--- src/rtl/rtc_irq_pkg.sv ---
package rtc_irq_pkg;
  localparam int ADR_ENABLE = 0;
  localparam int ADR_STATUS = 1;
  localparam int ADR_ALARM0 = 2;
  localparam int ADR_KICK0  = 8;
  localparam int ADR_KICK1  = 9;

  localparam int SRC_ALARM    = 0;
  localparam int SRC_PERIODIC = 1;
  localparam int NUM_SRC      = 2;

  typedef enum logic [1:0] {
    LK_CLOSED = 2'd0,
    LK_HALF   = 2'd1,
    LK_OPEN   = 2'd2
  } lock_state_t;
endpackage

--- src/rtl/rtc_unlock_fsm.sv ---
module rtc_unlock_fsm
  import rtc_irq_pkg::*;
#(
  parameter int DATA_W = 8,
  parameter int ADDR_W = 4,
  parameter logic [DATA_W-1:0] KEY_A = 8'hA7,
  parameter logic [DATA_W-1:0] KEY_B = 8'h5C
) (
  input  logic              clk,
  input  logic              rst,
  input  logic              wr_en,
  input  logic [ADDR_W-1:0] addr,
  input  logic [DATA_W-1:0] wdata,
  output logic              unlocked
);
  lock_state_t state_q;

  logic hit_k0, hit_k1;
  assign hit_k0 = wr_en && (addr == ADDR_W'(ADR_KICK0));
  assign hit_k1 = wr_en && (addr == ADDR_W'(ADR_KICK1));

  always_ff @(posedge clk) begin
    if (rst) begin
      state_q <= LK_CLOSED;
    end else if (hit_k0) begin
      state_q <= (wdata == KEY_A) ? LK_HALF : LK_CLOSED;
    end else if (hit_k1) begin
      state_q <= (wdata == KEY_B && state_q != LK_CLOSED) ? LK_OPEN : LK_CLOSED;
    end
  end

  assign unlocked = (state_q == LK_OPEN);

  // opening only follows the second key
  p_open_needs_key_b_r2: assert property (@(posedge clk) disable iff (rst)
    $rose(unlocked) |-> $past(hit_k1 && wdata == KEY_B));

  // a wrong first key closes the block
  p_bad_key_relocks_r3: assert property (@(posedge clk) disable iff (rst)
    (hit_k0 && wdata != KEY_A) |=> !unlocked);

  // second key from the closed state never opens
  p_lone_key_b_r3: assert property (@(posedge clk) disable iff (rst)
    (hit_k1 && state_q == LK_CLOSED) |=> !unlocked);
endmodule

--- src/rtl/rtc_alarm_cmp.sv ---
module rtc_alarm_cmp #(
  parameter int DATA_W     = 8,
  parameter int NUM_FIELDS = 6,
  localparam int TIME_W    = DATA_W * NUM_FIELDS
) (
  input  logic              clk,
  input  logic              rst,
  input  logic [TIME_W-1:0] cur_time,
  input  logic [TIME_W-1:0] alarm_time,
  output logic              hit
);
  logic [NUM_FIELDS-1:0] field_eq;
  logic match, match_q;

  for (genvar i = 0; i < NUM_FIELDS; i++) begin : g_field
    assign field_eq[i] = (cur_time[i*DATA_W +: DATA_W] == alarm_time[i*DATA_W +: DATA_W]);
  end

  assign match = &field_eq;

  // Held high through reset so that a match present at reset release is not an event
  always_ff @(posedge clk) begin
    if (rst) match_q <= 1'b1;
    else     match_q <= match;
  end

  assign hit = match && !match_q;

  // an event is a single-cycle pulse
  p_hit_single_r6: assert property (@(posedge clk) disable iff (rst)
    hit |=> !hit);
endmodule

--- src/rtl/rtc_irq_regs.sv ---
module rtc_irq_regs
  import rtc_irq_pkg::*;
#(
  parameter int DATA_W     = 8,
  parameter int ADDR_W     = 4,
  parameter int NUM_FIELDS = 6,
  localparam int TIME_W    = DATA_W * NUM_FIELDS
) (
  input  logic               clk,
  input  logic               rst,
  input  logic               wr_en,
  input  logic               rd_en,
  input  logic [ADDR_W-1:0]  addr,
  input  logic [DATA_W-1:0]  wdata,
  input  logic               unlocked,
  input  logic               clk_running,
  input  logic               busy,
  input  logic               alarm_hit,
  input  logic               periodic_tick,
  output logic [TIME_W-1:0]  alarm_time,
  output logic [NUM_SRC-1:0] enable,
  output logic [NUM_SRC-1:0] status,
  output logic [DATA_W-1:0]  rdata,
  output logic               rvalid
);
  logic wr_ok, ctrl_ok;
  logic [NUM_SRC-1:0] set_vec, clr_vec;
  logic [DATA_W-1:0] alarm_q [NUM_FIELDS];
  logic [DATA_W-1:0] rd_mux;

  assign wr_ok   = wr_en && unlocked;
  assign ctrl_ok = wr_ok && (!clk_running || !busy);

  // Enable register
  always_ff @(posedge clk) begin
    if (rst) enable <= '0;
    else if (ctrl_ok && addr == ADDR_W'(ADR_ENABLE)) enable <= wdata[NUM_SRC-1:0];
  end

  // Sticky status, set has priority over clear
  always_comb begin
    set_vec = '0;
    set_vec[SRC_ALARM]    = alarm_hit;
    set_vec[SRC_PERIODIC] = periodic_tick;
    clr_vec = (ctrl_ok && addr == ADDR_W'(ADR_STATUS)) ? wdata[NUM_SRC-1:0] : '0;
  end

  always_ff @(posedge clk) begin
    if (rst) status <= '0;
    else     status <= (status & ~clr_vec) | set_vec;
  end

  // Alarm fields, protected only by the lock
  for (genvar i = 0; i < NUM_FIELDS; i++) begin : g_alarm
    always_ff @(posedge clk) begin
      if (rst) alarm_q[i] <= '1;
      else if (wr_ok && addr == ADDR_W'(ADR_ALARM0 + i)) alarm_q[i] <= wdata;
    end
    assign alarm_time[i*DATA_W +: DATA_W] = alarm_q[i];
  end

  // Read path
  always_comb begin
    rd_mux = '0;
    if (addr == ADDR_W'(ADR_ENABLE)) rd_mux[NUM_SRC-1:0] = enable;
    if (addr == ADDR_W'(ADR_STATUS)) rd_mux[NUM_SRC-1:0] = status;
    for (int i = 0; i < NUM_FIELDS; i++) begin
      if (addr == ADDR_W'(ADR_ALARM0 + i)) rd_mux = alarm_q[i];
    end
  end

  always_ff @(posedge clk) begin
    if (rst) begin
      rdata  <= '0;
      rvalid <= 1'b0;
    end else begin
      rvalid <= rd_en;
      if (rd_en) rdata <= rd_mux;
    end
  end

  // locked writes leave the enable register alone
  p_locked_enable_r2: assert property (@(posedge clk) disable iff (rst)
    (!unlocked && wr_en && addr == ADDR_W'(ADR_ENABLE)) |=> $stable(enable));

  // busy time base blocks enable writes
  p_busy_enable_r4: assert property (@(posedge clk) disable iff (rst)
    (clk_running && busy && wr_en && addr == ADDR_W'(ADR_ENABLE)) |=> $stable(enable));

  // alarm status only rises on a comparator event
  p_alarm_cause_r5: assert property (@(posedge clk) disable iff (rst)
    $rose(status[SRC_ALARM]) |-> $past(alarm_hit));

  // alarm status stays unless a permitted write of 1 clears it
  p_sticky_alarm_r7: assert property (@(posedge clk) disable iff (rst)
    (status[SRC_ALARM] && !(ctrl_ok && addr == ADDR_W'(ADR_STATUS) && wdata[SRC_ALARM]))
      |=> status[SRC_ALARM]);

  // periodic strobe always leaves its status bit set
  p_tick_sets_r8: assert property (@(posedge clk) disable iff (rst)
    periodic_tick |=> status[SRC_PERIODIC]);

  // read data valid follows a read by one cycle
  p_read_valid_r10: assert property (@(posedge clk) disable iff (rst)
    rd_en |=> rvalid);
endmodule

--- src/rtl/rtc_alarm_irq.sv ---
module rtc_alarm_irq
  import rtc_irq_pkg::*;
#(
  parameter int DATA_W     = 8,
  parameter int ADDR_W     = 4,
  parameter int NUM_FIELDS = 6,
  parameter logic [DATA_W-1:0] KEY_A = 8'hA7,
  parameter logic [DATA_W-1:0] KEY_B = 8'h5C,
  localparam int TIME_W    = DATA_W * NUM_FIELDS
) (
  input  logic              clk,
  input  logic              rst,
  input  logic [TIME_W-1:0] cur_time,
  input  logic              periodic_tick,
  input  logic              clk_running,
  input  logic              busy,
  input  logic              wr_en,
  input  logic              rd_en,
  input  logic [ADDR_W-1:0] addr,
  input  logic [DATA_W-1:0] wdata,
  output logic [DATA_W-1:0] rdata,
  output logic              rvalid,
  output logic              irq
);
  logic               unlocked;
  logic               alarm_hit;
  logic [TIME_W-1:0]  alarm_time;
  logic [NUM_SRC-1:0] enable, status;

  rtc_unlock_fsm #(
    .DATA_W(DATA_W), .ADDR_W(ADDR_W), .KEY_A(KEY_A), .KEY_B(KEY_B)
  ) u_lock (
    .clk(clk), .rst(rst), .wr_en(wr_en), .addr(addr), .wdata(wdata),
    .unlocked(unlocked)
  );

  rtc_alarm_cmp #(
    .DATA_W(DATA_W), .NUM_FIELDS(NUM_FIELDS)
  ) u_cmp (
    .clk(clk), .rst(rst), .cur_time(cur_time), .alarm_time(alarm_time),
    .hit(alarm_hit)
  );

  rtc_irq_regs #(
    .DATA_W(DATA_W), .ADDR_W(ADDR_W), .NUM_FIELDS(NUM_FIELDS)
  ) u_regs (
    .clk(clk), .rst(rst), .wr_en(wr_en), .rd_en(rd_en), .addr(addr),
    .wdata(wdata), .unlocked(unlocked), .clk_running(clk_running),
    .busy(busy), .alarm_hit(alarm_hit), .periodic_tick(periodic_tick),
    .alarm_time(alarm_time), .enable(enable), .status(status),
    .rdata(rdata), .rvalid(rvalid)
  );

  always_ff @(posedge clk) begin
    if (rst) irq <= 1'b0;
    else     irq <= |(enable & status);
  end

  // no enabled pending source means no request
  p_irq_quiet_r9: assert property (@(posedge clk) disable iff (rst)
    ((enable & status) == '0) |=> !irq);

  // an enabled pending source raises the request
  p_irq_raise_r9: assert property (@(posedge clk) disable iff (rst)
    ((enable & status) != '0) |=> irq);
endmodule

--- config.mk ---
export PLATFORM = sky130hd
export DESIGN_NAME = rtc_alarm_irq
export DESIGN_NICKNAME = d
export VERILOG_FILES = /design/src/rtl/rtc_irq_pkg.sv /design/src/rtl/rtc_unlock_fsm.sv /design/src/rtl/rtc_alarm_cmp.sv /design/src/rtl/rtc_irq_regs.sv /design/src/rtl/rtc_alarm_irq.sv
export SDC_FILE = /design/constraint.sdc
export NUM_CORES = 1
export LEC_CHECK = 0
export ABC_CLOCK_PERIOD_IN_PS = 3660
export CORE_MARGIN = 3
export CORE_UTILIZATION = 30
export DETAILED_ROUTE_END_ITERATION = 12
export MAX_ROUTING_LAYER = met4
export PLACE_DENSITY = 0.59
export SLEW_MARGIN = 20
export SYNTH_ARGS = -nofsm -noshare
export SYNTH_HDL_FRONTEND = slang
export SYNTH_SLANG_ARGS = --single-unit
--- constraint.sdc ---
create_clock -name clk -period 3.66 [get_ports clk]
set_input_delay 0.366 -clock clk [delete_from_list [all_inputs] [get_ports clk]]
set_output_delay 0.366 -clock clk [all_outputs]
set_load 0.05 [all_outputs]
==> results of run 1 <==
[critical path: cells and delay by family]
kind / cells / cell delay [ns]
buffers and inverters: 1 / 0.81
AND/OR/NAND/NOR: 3 / 1.27
[cell usage in the layout (no fill, tap or decap), types with 11 or more instances in the layout]
| cell type | count |
|---|---|
| clkdlybuf4s50_1 | 76 |
| nand2_1 | 12 |
| xor2_1 | 48 |
| nor4_1 | 13 |
| or2_2 | 32 |
| dfxtp_1 | 17 |
| nor2_1 | 17 |
| clkbuf_16 | 11 |
| nand2b_1 | 27 |
| edfxtp_1 | 48 |
[power groups by stage]
stage                     clock (mW)  combinational [mW]  sequential (mW)
after floorplan                    0              0.0940            0.835
after global placement             0               0.243            0.815
after detailed placement           0               0.244            0.815
after CTS                      0.893               0.245            0.800
after global routing           0.922               0.261            0.800
final                          0.881               0.246            0.800
[state kept, by name (all words and copies together), names as in the netlist]
register / flops
irq: 1
u_regs.rvalid: 1
u_regs.enable: 2
u_lock.state_q: 2
u_regs.status: 2
u_cmp.match_q: 1
u_regs.rdata: 8
u_regs.alarm_q: 48
[per-layer routing]
layer,up-vias,global-route usage [%]
li1,1365,-
met1,1406,25.64
met2,134,26.24
met3,14,4.125
met4,0,5.955
met5,-,-
[through the flow]
stage               worst slack (ns)  hold WS, ns
floorplan                      1.755       0.4554
global placement               1.039       0.4862
detailed placement            0.9857       0.4881
CTS                            1.332       0.5022
global route                   1.146       0.5336
finish                         1.281       0.5012
[cells by family after synthesis]
family | after synthesis | synth area share [%]
and+or+nand+nor | 142 | 24.45
AOI/OAI and AO/OA | 48 | 9.682
buffers and inverters | 17 | 3.008
muxes | 7 | 2.006
xor gates and xnor gates | 48 | 11.62
DFF | 65 | 49.24
[final timing paths]
kind	from	endpoint	depth (start not counted)
setup / recovery	addr[1]	u_regs.alarm_q[1][8]	4
hold / removal	u_regs.rdata[2]	u_regs.rdata[2]	2
setup reg to reg	u_regs.alarm_q[1][3]	u_regs.status[0]	4
hold reg to reg	u_regs.rdata[2]	u_regs.rdata[2]	2
[area by class of cell]
cell class              instances  area share [%]
inverters                       2          0.1560
well taps                     143           3.717
repair buffers                 82           16.74
clock inverters                 3          0.3899
multi-input cells             245           35.90
clock buffers                  13           6.083
flip-flops and latches         65           37.02
==> summary.txt, run 1 <==
Total Routed Length: 11.60 mm
die extent in x: 115.8 µm
crit end category: register
first-pass GRT wire length: 17.14 mm
Resized Gates After CTS: 0
Ant. Diodes: 0
share of the synthesized area in the top cell type: 39.83%
vias in the first global route: 2913
CTS root buf: clkbuf_16
internal reg-to-reg setup slack: 1.73 ns
Crit Path Category: in -> reg
met2 WL: 5.150 mm
routed vias/inst: 5.278
GR Overflow Total: 0
Layout Nets: 472
register area: 0.001782 mm²
Port Buffers: 76
EDFF count, synth: 48
initial antenna violation count: 0
CP Max Fanout: 19
post-synth cell types: 47
area grow syn2layout: 33.02%
CTS Buffer Depth: 2
type of origin of the critical path: input port
Slew Limit Fails: 0
CTS sink cnt: 65
Avg WL per Cell: 20.97 µm
Die Height: 115.8 µm
maximum VDD drop: 217.2 µV
Metal-1 WL: 5.390 mm
Worst-Margin Slew: 0.7811 ns
Final ANT Viol Nets: 0
unrepaired setup endpoints after global routing: no
Starting Density: 31.16%
PwrDens: 400.3 mW/mm²
TritonCTS Buffers: 9
setup bufs post-CTS: 0
switching power: 0.4560 mW
DIE AREA: 0.01342 mm²
setup TNS: 0 ns
Cell Area, Synth: 0.003618 mm²
Max stage delay on crit path: 0.81 ns
Final Non-Filler Cells: 553
DPL Wire Length: 8.731 mm
Site Rows: 39
cells after synthesis: 327
TritonCTS clock tree: done
Util after Layout: 41.45%
Syn Nets: 394
Clock Power Share: 45.7%
RD Place Congestion: 0.9518
DR iter-0 viols: 308
DP Area: 0.004502 mm²
Net Sw Frac: 23.66%
CP max-delay cell: clkdlybuf4s50_1
Leakage: 1.366 nW
flops & latches, synth: 65
outcome: complete, no violations
Synth Area per Inst: 11.07 µm²
Most used DFF post-synth: edfxtp_1
Max-Cap Viols: 0
total power: 1.927 mW
largest cells by area after synthesis: edfxtp_1 40%, xor2_1 12%, dfxtp_1 9.4%
First-pass DRT Iterations: 4
met3 wire length: 823 µm
top post-synthesis cells by count: 48 x edfxtp_1, 48 x xor2_1, 32 x or2_2
Slew headroom: 47.77%
area leader, netlist: edfxtp_1
WP data arrival: 2.46 ns
Hold Buf Count CTS: 0
layout cells sized above 1: 15.37%
asr flop ratio synth: 0%
area of the multi-input gates: 0.001728 mm²
Core Footprint: 0.01161 mm²
DRC Markers: 0
Seq pwr share: 41.5%
fin area: 0.004813 mm²
Max H-tree Level: 3
Tcrit/Tclk final: 65.01%
worst-skew pair later-pin latency: 0.33 ns
via count: 2919
uppermost layer routed: met4
Reg clk slew, reported paths: 0.05 ns
Worst EP required: 3.74 ns
HP Class: reg -> reg
CP cell instances: clkdlybuf4s50_1 -> nor2b_1 -> nand3_1 -> or2_2
total track usage: 18.30%
final hold vios: 0
io pins: 77
Max Fclk: 420.3 MHz
Int Pwr: 1.471 mW
pin count of the biggest net entering global routing: 22
Ys Warns: 0
min cycle time layout: 2.379 ns
combinational cell fraction of total power: 12.8%
fillers: 1127
setup violators final: 0
placed cells: 537
register area share after synthesis: 49.24%
Clock Skew: 0.006851 ns
(Power assumes the default switching activity.)
==> run 2, diff against run 1 <==
Settings changed: ABC_CLOCK_PERIOD_IN_PS 3660 to 2000, PLACE_DENSITY 0.59 to 0.61.
Clock period 3.66 ns to 2 ns, I/O delays scaled along.
==> run 2 against run 1 <==
Against the previous run: clock-buffer cell count stayed put; largest cell class unchanged; hold slack got worse by 0.015 ns; largest power group unchanged; sequential cell count did not move.
==> summary.txt, run 2 (synthesis results as in run 1) <==
fillers: 1138 (+0.98%)
PwrDens: 702.3 mW/mm² (+75%)
placed cells: 562 (+4.7%)
crit end category: register
WP depth: 4 (unchanged)
first-pass GRT wire length: 17.79 mm (+3.8%)
number of flip-flops in the largest register: 48 (unchanged)
depth of the most critical reg-to-reg path: 4 (unchanged)
TritonCTS Buffers: 9 (unchanged)
Seq pwr share: 41.6% (about the same)
First-pass DRT Iterations: 5 (+1)
Ant. Diodes: 0 (unchanged)
Worst-Margin Slew: 0.6116 ns (-0.1695 ns)
Clock Skew: 0.008293 ns (+0.001442 ns)
Worst Setup SP: addr[1]
pin count of the biggest net entering global routing: 22 (unchanged)
Tcrit/Tclk final: 91.09%
CTS Buffer Depth: 2 (unchanged)
Avg WL per Cell: 20.07 µm (-4.3%)
Total Routed Length: 11.60 mm (about the same)
area grow syn2layout: 38.38%
via count: 3006 (+3.0%)
Final Non-Filler Cells: 578 (+4.5%)
Core Footprint: 0.01161 mm² (unchanged)
Int Pwr: 2.699 mW (+84%)
switching power: 0.8172 mW (+79%)
outcome: complete, no violations
register area: 0.001782 mm² (unchanged)
CTS root buf: clkbuf_16
WP data arrival: 1.90 ns (-0.56 ns)
Max stage delay on crit path: 0.54 ns (-0.27 ns)
Slew headroom: 59.10% (+11 points)
min cycle time layout: 1.822 ns
Site Rows: 39 (unchanged)
CP Max Fanout: 8 (-11)
Port Buffers: 76 (unchanged)
maximum VDD drop: 408.9 µV (+88%)
die extent in x: 115.8 µm (unchanged)
internal reg-to-reg setup slack: 0.20 ns (-1.53 ns)
DR iter-0 viols: 237 (-23%)
Util after Layout: 43.12% (+1.7 points)
setup bufs post-CTS: 0 (unchanged)
vias in the first global route: 3071 (+5.4%)
combinational cell fraction of total power: 13.8% (+1.0 points)
Net Sw Frac: 23.24% (-0.43 points)
CTS sink cnt: 65 (unchanged)
Biggest register: u_regs.alarm_q
Final ANT Viol Nets: 0 (unchanged)
type of origin of the critical path: input port
DPL Wire Length: 9.155 mm (+4.9%)
Max H-tree Level: 3 (unchanged)
Max Fclk: 548.9 MHz
biggest regs: u_regs.alarm_q (48), u_regs.rdata (8)
CP Buf/Inv Count: 1 (unchanged)
CP max-delay cell: clkdlybuf4s50_1
setup violators final: 0 (unchanged)
most frequent cells in the layout: 76 x clkdlybuf4s50_1, 48 x xor2_1, 48 x edfxtp_1
Slew Limit Fails: 0 (unchanged)
Crit Path Category: in -> reg
Top Family by Delay on Critical Path: simple AND/OR/NAND/NOR gates
DRC Markers: 0 (unchanged)
CP cell instances: clkdlybuf4s50_1 -> nor2b_1 -> nand3_1 -> or2_2
setup TNS: 0 ns (unchanged)
area of the multi-input gates: 0.001728 mm² (unchanged)
total track usage: 18.65% (+0.35 points)
r2r startpoint: u_lock.state_q[0]
GR Overflow Total: 0 (unchanged)
RR Endpoint: u_regs.alarm_q[1][14]
HP Class: reg -> reg
Resized Gates After CTS: 0 (unchanged)
routed vias/inst: 5.201 (-1.5%)
DIE AREA: 0.01342 mm² (unchanged)
io pins: 77 (unchanged)
crit path capture: u_regs.alarm_q[1][14]
worst-skew pair later-pin latency: 0.33 ns (about the same)
final hold vios: 0 (unchanged)
TritonCTS clock tree: done
Worst EP required: 2.08 ns (-1.66 ns)
Leakage: 1.486 nW (+8.8%)
RD Place Congestion: 0.9178 (-3.6%)
Max-Cap Viols: 0 (unchanged)
unrepaired setup endpoints after global routing: no
Die Height: 115.8 µm (unchanged)
Starting Density: 31.16% (unchanged)
layout cells sized above 1: 19.77% (+4.4 points)
commonest non-fill, non-tap cell in the layout: clkdlybuf4s50_1
Reg clk slew, reported paths: 0.05 ns (about the same)
total power: 3.516 mW (+82%)
Clock Power Share: 44.6% (-1.1 points)
initial antenna violation count: 0 (unchanged)
Layout Nets: 497 (+5.3%)
Hold Buf Count CTS: 0 (unchanged)
run 2: cell types whose count changed in the layout (fill, tap and decap cells not counted), sizes merged:
cell	before	now
bufinv	0	1
inv	3	2
buf	6	31
run 2: final cells by class:
class	instances	share of cell area, %
repair buffers	107	20.34
multi-input cells	245	34.51
well taps	143	3.573
inverters	2	0.1499
flip-flops and latches	65	35.58
clock buffers	13	4.998
clock inverters	3	0.8496
run 2: worst min path at each step:
stage | cells past startpoint | slack (ns) | start | end
2_1_floorplan | 2 | 0.32 | periodic_tick | u_regs.status[1]
3_3_place_gp | 2 | 0.47 | u_cmp.match_q | u_regs.status[0]
3_5_place_dp | 2 | 0.48 | u_cmp.match_q | u_regs.status[0]
4_1_cts | 2 | 0.49 | u_cmp.match_q | u_regs.status[0]
5_1_grt | 2 | 0.52 | u_regs.rdata[5] | u_regs.rdata[5]
6_report | 2 | 0.49 | u_cmp.match_q | u_regs.status[0]
run 2: metal layers:
metal | wire length (µm) | up-vias | GRT usage, %
met1 | 5127 | 1405 | 25.30
li1 | - | 1413 | -
met4 | 246 | 0 | 5.800
met2 | 5220 | 165 | 27.62
met3 | 1006 | 23 | 4.491
met5 | 0 | - | -
run 2: worst reg2reg max path, cell delays in order, from the launching register on:
cell and delay, ns:
dfxtp_1 0.33, nand3b_1 0.25, nor2_2 0.30, nand3_1 0.30, or2_2 0.38
run 2: metrics by stage:
| stage | instance area [µm²] | setup slack (ns) | hold slack (ns) |
|---|---|---|---|
| 2_1_floorplan | 3618 | 0.2606 | 0.3174 |
| 3_3_place_gp | 4715 | -0.07148 | 0.4744 |
| 3_5_place_dp | 4715 | -0.08896 | 0.4793 |
| 4_1_cts | 5007 | 0.2170 | 0.4877 |
| 5_1_grt | 5007 | 0.04996 | 0.5155 |
| 6_report | 5007 | 0.1782 | 0.4858 |
run 2: power groups by stage:
stage / sequential, mW / clock (mW) / combinational [mW]
6_report: 1.46 / 1.57 / 0.485
5_1_grt: 1.46 / 1.65 / 0.518
4_1_cts: 1.46 / 1.59 / 0.485
3_5_place_dp: 1.49 / 0 / 0.482
3_3_place_gp: 1.49 / 0 / 0.480
2_1_floorplan: 1.53 / 0 / 0.172
==> run 3, diff against run 2 <==
Settings changed: ABC_CLOCK_PERIOD_IN_PS 2000 to 1700, PLACE_DENSITY 0.61 to not set.
Clock period 2 ns to 1.7 ns, I/O delays scaled along.
==> run 3 against run 2 <==
Against the previous run: wire length is 4.1% higher; register-to-register slack got worse by 0.19 ns; hold slack worse by 0.039 ns; cell count rose by 7.4%; clock power grew 15%; power up 18%; die area stayed put; critical path type is now reg -> reg; critical endpoint is now u_regs.status[0]; largest power group unchanged.
==> summary.txt, run 3 (synthesis results as in run 1) <==
Worst-Margin Slew: 0.5030 ns (-0.1086 ns)
via count: 3163 (+5.2%)
switching power: 1.004 mW (+23%)
GR Overflow Total: 0 (unchanged)
vias in the first global route: 3191 (+3.9%)
worst-skew pair later-pin latency: 0.33 ns (about the same)
DR iter-0 viols: 188 (-21%)
setup violators final: 0 (unchanged)
Max-Cap Viols: 0 (unchanged)
pin count of the biggest net entering global routing: 22 (unchanged)
Core Footprint: 0.01161 mm² (unchanged)
Hold Slack: 0.4464 ns (-0.03945 ns)
maximum VDD drop: 421.4 µV (+3.1%)
Avg WL per Cell: 19.44 µm (-3.1%)
setup TNS: 0 ns (unchanged)
area of the multi-input gates: 0.001759 mm² (+1.8%)
Biggest register: u_regs.alarm_q
Net Sw Frac: 24.11% (+0.87 points)
layout cells sized above 1: 29.50% (+9.7 points)
WP data arrival: 1.92 ns (+0.02 ns)
Leakage: 1.728 nW (+16%)
CTS root buf: clkbuf_16
most frequent cells in the layout: 75 x buf_4, 69 x clkdlybuf4s50_1, 48 x xor2_1, 48 x edfxtp_1, 32 x or2_2
routed vias/inst: 5.093 (-2.1%)
Final ANT Viol Nets: 0 (unchanged)
RD Place Congestion: 0.9120 (-0.63%)
Clock Power Share: 43.5% (-1.1 points)
Ant. Diodes: 0 (unchanged)
initial antenna violation count: 0 (unchanged)
first-pass GRT wire length: 18.26 mm (+2.6%)
outcome: complete, no violations
type of origin of the critical path: register
total track usage: 19.14% (+0.49 points)
die extent in x: 115.8 µm (unchanged)
Reg clk slew, reported paths: 0.05 ns (about the same)
PwrDens: 773.8 mW/mm² (+10%)
Crit Path Category: reg -> reg
r2r startpoint: u_regs.alarm_q[0][1]
biggest regs: u_regs.alarm_q (48), u_regs.rdata (8)
unrepaired setup endpoints after global routing: yes
min cycle time layout: 1.693 ns
Tcrit/Tclk final: 99.60%
Final Non-Filler Cells: 621 (+7.4%)
Util after Layout: 46.33% (+3.2 points)
Worst Setup SP: u_regs.alarm_q[0][1]
placed cells: 603 (+7.3%)
DPL Wire Length: 9.505 mm (+3.8%)
TritonCTS clock tree: done
Clock Skew: 0.008026 ns (-0.0002671 ns)
DIE AREA: 0.01342 mm² (unchanged)
CP Max Fanout: 2 (-6)
Site Rows: 39 (unchanged)
HP Class: in -> reg
Layout Nets: 540 (+8.7%)
io pins: 77 (unchanged)
crit end category: register
DRC Markers: 0 (unchanged)
commonest non-fill, non-tap cell in the layout: buf_4
Starting Density: 31.16% (unchanged)
fillers: 1103 (-3.1%)
CTS sink cnt: 65 (unchanged)
Die Height: 115.8 µm (unchanged)
First-pass DRT Iterations: 5 (unchanged)
worst hold path startpoint: periodic_tick
number of flip-flops in the largest register: 48 (unchanged)
Worst EP required: 1.93 ns (-0.15 ns)
Slew Limit Fails: 0 (unchanged)
final hold vios: 0 (unchanged)
Int Pwr: 3.159 mW (+17%)
register area: 0.001782 mm² (unchanged)
Slew headroom: 66.36% (+7.3 points)
Seq pwr share: 41.3% (-0.3 points)
area grow syn2layout: 48.69%
Max H-tree Level: 3 (unchanged)
combinational cell fraction of total power: 15.2% (+1.4 points)
Total Routed Length: 12.07 mm (+4.1%)
Port Buffers: 76 (unchanged)
Max Fclk: 590.6 MHz
TritonCTS Buffers: 9 (unchanged)
CTS Buffer Depth: 2 (unchanged)
==> run 3: cell types whose count changed in the layout (fill, tap and decap cells not counted), moves of 3 or more <==
cell	delta
nor4_1	-4
buf_4	+46
clkdlybuf4s50_1	-7
clkbuf_1	-3
buf_12	+3
nor4_2	+4
==> run 3: final cells by class <==
cell class | instances | share of cell area, %
clock buffer | 9 | 4.186
clock inverter | 7 | 1.140
inverter | 2 | 0.1395
multi-input combinational | 245 | 32.70
sequential | 65 | 33.12
tap | 143 | 3.326
timing repair buffer | 150 | 25.40
==> run 3: worst max-delay path: stages, from the launching register on <==
cell and delay (ns):
edfxtp_1 0.44, xor2_1 0.20, nor4_2 0.25, buf_4 0.16, nand4_1 0.19, o41ai_1 0.35
==> run 3: per-stage QoR <==
stage               power, mW  cell area, µm²  setup WS, ns
floorplan               2.000            3618       0.02417
CTS                     4.169            5345    -0.0009124
finish                  4.163            5380      0.006770
detailed placement      2.374            5045       -0.2809
global placement        2.371            5045       -0.2742
global route            4.301            5380      -0.07643
==> run 3: power by group through the flow <==
stage	clock [mW]	sequential [mW]	combinational, mW
4_1_cts	1.82	1.72	0.627
3_3_place_gp	0	1.75	0.618
3_5_place_dp	0	1.75	0.620
2_1_floorplan	0	1.80	0.203
5_1_grt	1.91	1.72	0.671
6_report	1.81	1.72	0.631
==> run 3: per-layer routing <==
metal  GRT usage, %  routed length, µm  up-vias
met2          29.77               5681      146
met4          5.414                259        0
met3          3.603                788       18
met5              -                  0        -
met1          25.61               5343     1498
li1               -                  -     1501
==> run 3: timing repair <==
| action | in CTS | in global routing |
|---|---|---|
| hold buffers | 0 | 0 |
| pin swaps | 3 | 1 |
| gates resized for setup | 1 | 5 |
| gates cloned | 0 | 0 |
| setup endpoints to repair | 2 | 6 |
| setup buffers | 1 | 1 |
==> run 3: path summary, 6_finish.rpt <==
check                           slack [ns]          endpoint  cells past startpoint
worst max-delay path                 0.007  u_regs.status[0]                      5
worst min register to register        0.49   u_regs.rdata[7]                      2
worst max register to register       0.007  u_regs.status[0]                      5
worst min-delay path                  0.45  u_regs.status[1]                      3
